===== src/rtl/crs_pkg.sv =====
package crs_pkg;
    localparam int BYTE_W = 8;

    typedef enum logic [2:0] {
        K_NONE,
        K_LJMP,
        K_AJMP,
        K_LCALL,
        K_ACALL,
        K_RET,
        K_RETI
    } xfer_kind_t;

    typedef enum logic [2:0] {
        S_IDLE,
        S_PUSH_LO,
        S_PUSH_HI,
        S_POP_HI,
        S_POP_LO,
        S_POP_FIN
    } seq_state_t;
endpackage


===== src/rtl/crs_stack_ram.sv =====
module crs_stack_ram #(
    parameter int AW = 8,
    parameter int DW = 8
) (
    input  logic          clk,
    input  logic          we,
    input  logic [AW-1:0] addr,
    input  logic [DW-1:0] wdata,
    output logic [DW-1:0] rdata
);
    localparam int DEPTH = 1 << AW;

    logic [DW-1:0] mem [DEPTH];

    always_ff @(posedge clk) begin
        if (we) begin
            mem[addr] <= wdata;
        end
        rdata <= mem[addr];
    end
endmodule


===== src/rtl/crs_decode.sv =====
module crs_decode
    import crs_pkg::*;
#(
    parameter int PC_W = 16
) (
    input  logic [7:0]      opcode,
    input  logic [7:0]      op_b2,
    input  logic [7:0]      op_b3,
    input  logic [PC_W-1:0] pc,
    output xfer_kind_t      kind,
    output logic [PC_W-1:0] target,
    output logic [PC_W-1:0] ret_addr
);
    localparam int PAGE_W = 11;
    localparam logic [PC_W-1:0] STEP2 = PC_W'(2);
    localparam logic [PC_W-1:0] STEP3 = PC_W'(3);

    logic [PC_W-1:0] pc_adv2;
    logic [PC_W-1:0] page_tgt;
    logic [PC_W-1:0] long_tgt;

    assign pc_adv2  = pc + STEP2;
    assign page_tgt = {pc_adv2[PC_W-1:PAGE_W], opcode[7:5], op_b2};
    assign long_tgt = {op_b2, op_b3};

    always_comb begin
        kind     = K_NONE;
        target   = long_tgt;
        ret_addr = pc_adv2;
        if (opcode == 8'h02) begin
            kind = K_LJMP;
        end else if (opcode == 8'h12) begin
            kind     = K_LCALL;
            ret_addr = pc + STEP3;
        end else if (opcode == 8'h22) begin
            kind = K_RET;
        end else if (opcode == 8'h32) begin
            kind = K_RETI;
        end else if (opcode[4:0] == 5'b00001) begin
            kind   = K_AJMP;
            target = page_tgt;
        end else if (opcode[4:0] == 5'b10001) begin
            kind   = K_ACALL;
            target = page_tgt;
        end
    end
endmodule


===== src/rtl/call_ret_seq.sv =====
module call_ret_seq
    import crs_pkg::*;
#(
    parameter int PC_W     = 16,
    parameter int SP_W     = 8,
    parameter int SP_RESET = 7
) (
    input  logic            clk,
    input  logic            rst_n,
    input  logic            start,
    input  logic [7:0]      opcode,
    input  logic [7:0]      op_b2,
    input  logic [7:0]      op_b3,
    input  logic            isr_set,
    output logic [PC_W-1:0] pc,
    output logic [SP_W-1:0] sp,
    output logic            busy,
    output logic            done,
    output logic            in_service
);
    localparam int HALF = PC_W / 2;
    localparam logic [SP_W-1:0] SP_ONE  = SP_W'(1);
    localparam logic [SP_W-1:0] SP_INIT = SP_W'(SP_RESET);

    seq_state_t state_q, state_n;
    xfer_kind_t kind;
    logic [PC_W-1:0] dec_target, dec_ret;
    logic [PC_W-1:0] pc_q, target_q, ret_q;
    logic [SP_W-1:0] sp_q;
    logic [HALF-1:0] hi_q;
    logic            done_q, insv_q, reti_q;
    logic            ram_we;
    logic [SP_W-1:0] ram_addr;
    logic [HALF-1:0] ram_wdata, ram_rdata;
    logic            is_call, is_ret, is_jump;

    crs_decode #(.PC_W(PC_W)) u_dec (
        .opcode  (opcode),
        .op_b2   (op_b2),
        .op_b3   (op_b3),
        .pc      (pc_q),
        .kind    (kind),
        .target  (dec_target),
        .ret_addr(dec_ret)
    );

    assign is_call = (kind == K_LCALL) || (kind == K_ACALL);
    assign is_ret  = (kind == K_RET)   || (kind == K_RETI);
    assign is_jump = (kind == K_LJMP)  || (kind == K_AJMP);

    assign ram_we    = (state_q == S_PUSH_LO) || (state_q == S_PUSH_HI);
    assign ram_addr  = ram_we ? (sp_q + SP_ONE) : sp_q;
    assign ram_wdata = (state_q == S_PUSH_LO) ? ret_q[HALF-1:0] : ret_q[PC_W-1:HALF];

    crs_stack_ram #(.AW(SP_W), .DW(HALF)) u_ram (
        .clk  (clk),
        .we   (ram_we),
        .addr (ram_addr),
        .wdata(ram_wdata),
        .rdata(ram_rdata)
    );

    // State register
    always_ff @(posedge clk) begin
        if (!rst_n) state_q <= S_IDLE;
        else        state_q <= state_n;
    end

    always_comb begin
        state_n = state_q;
        unique case (state_q)
            S_IDLE: begin
                if (start && is_call)     state_n = S_PUSH_LO;
                else if (start && is_ret) state_n = S_POP_HI;
            end
            S_PUSH_LO: state_n = S_PUSH_HI;
            S_PUSH_HI: state_n = S_IDLE;
            S_POP_HI:  state_n = S_POP_LO;
            S_POP_LO:  state_n = S_POP_FIN;
            S_POP_FIN: state_n = S_IDLE;
            default:   state_n = S_IDLE;
        endcase
    end

    // Outputs and datapath
    always_ff @(posedge clk) begin
        if (!rst_n) begin
            pc_q     <= '0;
            sp_q     <= SP_INIT;
            target_q <= '0;
            ret_q    <= '0;
            hi_q     <= '0;
            done_q   <= 1'b0;
            insv_q   <= 1'b0;
            reti_q   <= 1'b0;
        end else begin
            done_q <= 1'b0;
            if (isr_set) insv_q <= 1'b1;
            unique case (state_q)
                S_IDLE: begin
                    if (start) begin
                        target_q <= dec_target;
                        ret_q    <= dec_ret;
                        reti_q   <= (kind == K_RETI);
                        if (is_jump) begin
                            pc_q   <= dec_target;
                            done_q <= 1'b1;
                        end
                    end
                end
                S_PUSH_LO: sp_q <= sp_q + SP_ONE;
                S_PUSH_HI: begin
                    sp_q   <= sp_q + SP_ONE;
                    pc_q   <= target_q;
                    done_q <= 1'b1;
                end
                S_POP_HI: sp_q <= sp_q - SP_ONE;
                S_POP_LO: begin
                    sp_q <= sp_q - SP_ONE;
                    hi_q <= ram_rdata;
                end
                S_POP_FIN: begin
                    pc_q   <= {hi_q, ram_rdata};
                    done_q <= 1'b1;
                    if (reti_q) insv_q <= 1'b0;
                end
                default: ;
            endcase
        end
    end

    assign pc         = pc_q;
    assign sp         = sp_q;
    assign busy       = (state_q != S_IDLE);
    assign done       = done_q;
    assign in_service = insv_q;

    AST_DONE_PULSE: assert property (@(posedge clk) disable iff (!rst_n)
        done |=> !done);
    AST_PUSH_STEP: assert property (@(posedge clk) disable iff (!rst_n)
        ram_we |=> (sp == SP_W'($past(sp) + SP_ONE)));
    AST_POP_STEP: assert property (@(posedge clk) disable iff (!rst_n)
        (state_q == S_POP_HI || state_q == S_POP_LO) |=> (sp == SP_W'($past(sp) - SP_ONE)));
    AST_JUMP_NO_STACK: assert property (@(posedge clk) disable iff (!rst_n)
        (!busy && start && is_jump) |=> ($stable(sp) && done && !busy));
    AST_BUSY_HOLDS_START: assert property (@(posedge clk) disable iff (!rst_n)
        (state_q == S_PUSH_LO) |=> (state_q == S_PUSH_HI));
    AST_RETI_CLEARS: assert property (@(posedge clk) disable iff (!rst_n)
        (state_q == S_POP_FIN && reti_q) |=> (!in_service && done));
    AST_UNKNOWN_IDLE: assert property (@(posedge clk) disable iff (!rst_n)
        (!busy && start && kind == K_NONE) |=> (!busy && !done && $stable(pc) && $stable(sp)));
endmodule


===== config.mk =====
export PLATFORM = sky130hd
export DESIGN_NAME = call_ret_seq
export DESIGN_NICKNAME = d
export VERILOG_FILES = /design/src/rtl/crs_pkg.sv /design/src/rtl/crs_stack_ram.sv /design/src/rtl/crs_decode.sv /design/src/rtl/call_ret_seq.sv
export SDC_FILE = /design/constraint.sdc
export NUM_CORES = 2
export LEC_CHECK = 0
export ABC_CLOCK_PERIOD_IN_PS = 10500
export BUFFER_PORTS_ARGS = -buffer_cell sky130_fd_sc_hd__buf_2
export CAP_MARGIN = 20
export CORE_UTILIZATION = 33
export DETAILED_ROUTE_END_ITERATION = 6
export PLACE_DENSITY = 0.52
export SLEW_MARGIN = 5
export SYNTH_ARGS = -nofsm -noshare
export SYNTH_HDL_FRONTEND = slang
export SYNTH_SLANG_ARGS = --single-unit

===== constraint.sdc =====
create_clock -name clk -period 10.5 [get_ports clk]
set_input_delay 1.05 -clock clk [delete_from_list [all_inputs] [get_ports clk]]
set_output_delay 1.05 -clock clk [all_outputs]
set_load 0.02 [all_outputs]

==> Word level (Yosys, flattened, before mapping) <==
Memories as Yosys holds them, arrays and structs flattened. A register that Yosys moved wholly into a read port is not among the register bits.
Index checks and enable logic that the tools add are counted.
{ "word_totals": {"regBits": 70, "ramBits": 2048, "inputBits": 28, "memories": 1} }
{ "op_classes": {"n_addsub": 4, "eq_ne": 20, "muxes": 31, "n_reduce_logical": 15} }
{ "mem_list": {"columns": ["memory", "depth", "width", "read_ports", "rd_clocked_by_memory_dff", "write_ports", "line_no", "source"], "rows": [
  ["u_ram.mem", 256, 8, 1, 1, 1, "crs_stack_ram.sv:13", "logic [DW-1:0] mem [DEPTH];"]
]} }
{ "op_table": {"columns": ["operator", "count"], "rows": [
  ["$mux W16", 10],
  ["$pmux W16 S3", 1],
  ["$add A16 B2 Y16 const B", 2],
  ["$mux W3", 8],
  ["$eq A8 B6 Y1 const B", 2],
  ["$mux W8", 2],
  ["$pmux W8 S2", 1],
  ["$eq A3 B3 Y1 const B", 5],
  ["$eq A3 B2 Y1 const B", 4],
  ["$pmux W3 S4", 1],
  ["$add A8 B1 Y8 const B", 1],
  ["$eq A8 B2 Y1 const B", 1],
  ["$eq A8 B5 Y1 const B", 1],
  ["$sub A8 B1 Y8 const B", 1],
  ["$mux W1", 7],
  ["$eq A3 B1 Y1 const B", 2],
  ["$reduce_bool A3 Y1", 2],
  ["$reduce_or A2 Y1", 3],
  ["$eq A5 B1 Y1 const B", 1],
  ["$eq A5 B5 Y1 const B", 1],
  ["$logic_or A1 B1 Y1", 4],
  ["$ne A2 B2 Y1 const B", 2],
  ["$logic_not A3 Y1", 1],
  ["$ne A3 B3 Y1 const B", 1],
  ["5 further kinds", 6]
]} }

==> Longest topological paths before layout <==
{ "depth": {"depth_word": 13, "ltp_mapped": 20} }

==> Modules after synthesis <==
From an unflattened synthesis, not the netlist that was laid out.
{ "hier_totals": {"cells_unflattened": 4066, "hier_area_um2": 82885.7} }
{ "modules_own_cells": {"columns": ["module", "instances", "cells_each", "area_per_inst_um2", "seq_area_each_um2"], "rows": [
  ["crs_stack_ram", 1, 3547, 78492.8, 61659.1],
  ["call_ret_seq", 1, 408, 3565.9, 1401.3],
  ["crs_decode", 1, 111, 827.0, 0.0]
]} }

==> Worst setup path before layout <==
Ideal clock, no wire load.
{ "synth_path": {"path_type": "reg-to-reg", "startpoint": "register sp_q[1] (netlist: sp[1])", "endpoint": "memory u_ram.mem[131][0], enable pin", "setup_ns": 0.370, "arrival_time_ns": 4.253, "path_slack_ns": 5.877, "stages_incl_launch_ff": 16, "path_buffers": 11, "synth_period_minus_slack_ns": 4.623, "path_cell_list": "dfxtp_1 > inv_1 > clkbuf_1 > buf_1 > clkbuf_1 > clkbuf_1 > ha_1 > buf_2 > buf_2 > buf_2 > buf_2 > buf_2 > clkbuf_1 > nand4_1 > clkbuf_1 > nor2_1"} }
{ "synth_between": {"elab_chain_len": 2} }
{ "synth_rtl": {"columns": ["element", "line_no", "source"], "rows": [
  ["start: declaration", "call_ret_seq.sv:29", "logic [SP_W-1:0] sp_q;"],
  ["start signal: assignment", "call_ret_seq.sv:111", "S_PUSH_LO: sp_q <= sp_q + SP_ONE;"],
  ["start signal: assignment", "call_ret_seq.sv:113", "sp_q <= sp_q + SP_ONE;"],
  ["start signal: assignment", "call_ret_seq.sv:117", "S_POP_HI: sp_q <= sp_q - SP_ONE;"],
  ["$add A8 B1 Y8", "call_ret_seq.sv:52", "assign ram_addr = ram_we ? (sp_q + SP_ONE) : sp_q;"],
  ["$mux W8 *", "call_ret_seq.sv:52", null],
  ["end: declaration", "crs_stack_ram.sv:13", null]
]} }
Mark *: on every way between the ends. The rest lies on a longest branch, timed or not.

==> Worst setup path after layout <==
{ "layout_path": {"startpoint": "register sp_q[1] (netlist: sp[1])", "endpoint": "register u_ram.rdata[6] (read register of u_ram.mem)"} }
{ "layout_between": {"elab_chain_len": 2} }
{ "layout_rtl": {"columns": ["element", "line_no", "source"], "rows": [
  ["$add A8 B1 Y8", "call_ret_seq.sv:52", null],
  ["$mux W8 *", "call_ret_seq.sv:52", null],
  ["end: declaration", "crs_stack_ram.sv:9", "output logic [DW-1:0] rdata"]
]} }
Marks and branches as above.
A chain may end at the register's enable or synchronous reset.

==> results.md <==
- Area Overhead vs Synth: 12.1%
- Core Area: 283,000 um2
- Largest area contributor in the netlist: edfxtp_1
- Status: finished, violations left
- Pwr dens: 170 nW/um2
- Synthesized flop and latch total: 2,126
- Post-layout nets: 6,410
- Final ANT Viol Nets: 0
- Global-route wire length before repair: 431 mm
- Peak Freq: 155 MHz
- Worst hold path class: register to register
- CTS root buf: clkbuf_16
- Most common cell in the netlist: edfxtp_1
- H-tree level count: 4
- Number of synthesis warnings: 0
- Setup tns final: 0 ns
- Cells after Synth: 6,593
- TritonRoute pass-1 iters: 7
- Worst EP required: 11.23 ns
- CTS Sinks: 2,126
- Crit share post-route: 61.3%
- Leakage Power: 31.1 nW
- Maximum vdd drop: 0.000178 V
- Main synth FF type: edfxtp_1
- Post-cts resize count: 0
- CP Launch Type: register
- Top-area cell type share of the netlist area: 65.4%
- Synthesized area: 94,100 um2
- Sequential share of the synthesized area: 67.0%
- Combinational share of power: 3.9%
- CTS Buf Count: 227
- Final setup viols: 0
- HPWL after DPL: 168 mm
- Commonest cells in the netlist: 2,048 x edfxtp_1, 564 x mux2i_1, 456 x or2_2, 453 x o2111ai_1, 430 x clkbuf_1
- RSZ-0062 raised after global routing: false
- Top cells by area, synth: edfxtp_1 65%, mux2i_1 6.0%, o2111ai_1 4.2%
- Vias in the first global route: 60.3k
- Synthesized netlist net count: 6,626
- Clk pin slew, worst setup/hold paths: 0.06 ns
- Slew at the pin with the worst max-slew slack: 1.20 ns
- I/O pin count: 55
- GPL Wtd Cong: 0.831
- Gr usage total: 20.1%
- Cts hold-fix bufs: 0
- Critical path peak fanout: 54
- Die span in x: 536 um
- DRC errors left: 5
- Die area: 287,000 um2
- Rows: 195
- Via/cell ratio: 6.03
- Post-DR wirelength/cell: 28.7 um
- Setup crit end kind: register
- CTS tree: done
- Failing checks: DRC
- Final worst slack: 4.06 ns
- CTS max path bufs: 3
- Initial antenna violation count: 13
- Routed wire length: 296 mm
- Die Ht: 536 um
- Share of cells above drive strength 1: 16.7%
- Initial Util: 33.3%
- Reg power frac: 52.0%
- Worst rel slew slack: 20.2%
- Buffer count from post-CTS setup fixing: 0
- CP arrival: 7.17 ns
- Final Core Density: 37.3%
- Hold Fails Final Rpt: 0
- P_sw: 3.96 mW
- Setup WS pre-CTS: 4.17 ns
- Critical setup path kind: register to register
- Largest net degree at the start of global routing: 175
- PortBufs: 54
- Max-cap violation count: 0
- Clock insertion delay at the later pin of the skew report: 0.89 ns
- Grt total ovfl: 0
- Final min period: 6.44 ns
- Post-synth EDFFs: 2,048
- FFs w/ async S/R, synth: 0%
- Cell Int Power: 14.0 mW
- Max-slew violation count: 0
- Setup Skew: 0.0693 ns
- Clock power share: 44.1%
- DRT iter0 DRCs: 6,256
- DR vias: 62.2k
- Switch share: 22.0%
- Synth cell types: 73
- Syn Area/Cell: 14.3 um2
cells in the final DEF, fill, tap and decap left out, types with 73 or more instances in the layout:
cell and count:
nand2_1 106, buf_4 134, edfxtp_1 2048, a211oi_1 110, or2_2 456, o311ai_0 356
o21ai_0 95, a221oi_1 348, clkbuf_16 229, o2111ai_1 453, nand3_1 73, mux2i_1 564
dfxtp_1 76, o31ai_1 75, a21oi_1 76, nor2_1 380, nor3_1 129
state kept, by name, indices dropped and copies added (netlist names):
signal / cells
ret_q: 16
state_q: 3
pc: 16
target_q: 16
sp: 8
u_ram.mem: 2048
u_ram.rdata: 8
done: 1
reti_q: 1
in_service: 1
hi_q: 8
through the flow:
| stage | power (mW) | cell area, um2 | hold WS (ns) | cells |
|---|---|---|---|---|
| finish | 18.0 | 105000 | 0.441 | 10300 |
| global route | 18.4 | 105000 | 0.451 | 10300 |
| CTS | 18.1 | 105000 | 0.399 | 10300 |
| detailed placement | 10.2 | 98100 | 0.430 | 9888 |
| global placement | 10.2 | 98100 | 0.437 | 9880 |
| floorplan | 9.93 | 94100 | 0.406 | 6593 |
power groups by stage:
| stage | clock, mW | combinational, mW | sequential [mW] |
|---|---|---|---|
| 6_report | 7.93 | 0.697 | 9.34 |
| 5_1_grt | 8.36 | 0.744 | 9.34 |
| 4_1_cts | 8.05 | 0.702 | 9.34 |
| 3_5_place_dp | 0 | 0.701 | 9.52 |
| 3_3_place_gp | 0 | 0.690 | 9.52 |
| 2_1_floorplan | 0 | 0.407 | 9.52 |
critical path, cell delays in order (launching register included):
cell and delay (ns):
dfxtp_4 0.70, inv_8 0.29, ha_4 0.73, buf_4 0.84, buf_4 0.65, buf_4 0.79, mux2i_1 0.26, o311ai_0 0.16
a221oi_1 0.50, nor3_1 0.08, or4_1 0.40, o211ai_1 0.48, nand4_1 0.18
final cells by class:
cell class	count	area, um2
tap	3743	4680
clock buffer	288	5990
sequential	2126	63100
multi-input combinational	3798	28700
timing repair buffer	207	1620
fill	26500	178000
inverter	17	71.3
antenna	7	17.5
clock inverter	135	1330
cells by family after synthesis:
logic type / synth area share (%)
buffers and inverters: 2.88
multiplexers: 6.79
AND/OR/NAND/NOR: 7.24
adder cells (fa/ha/maj): 0.0665
XOR/XNOR: 0.350
flip-flops: 67.0
AO/OA/AOI/OAI: 15.7
metal layers:
| layer | track usage (%) | part of all wire (%) | vias to the layer above |
|---|---|---|---|
| li1 | - | - | 26900 |
| met3 | 3.31 | 6.5 | 447 |
| met2 | 32.0 | 47 | 2248 |
| met5 | 0 | 0.011 | - |
| met4 | 6.80 | 3.2 | 6 |
| met1 | 27.8 | 44 | 32600 |
final timing paths:
path / from / cells after the start / slack (ns) / endpoint
max: sp[1] / 12 / 4.06 / u_ram.rdata[6]
min: reti_q / 1 / 0.44 / in_service
max reg2reg: sp[1] / 12 / 4.06 / u_ram.rdata[6]
min reg2reg: reti_q / 1 / 0.44 / in_service
No activity file was read; power rests on OpenSTA's default activity.
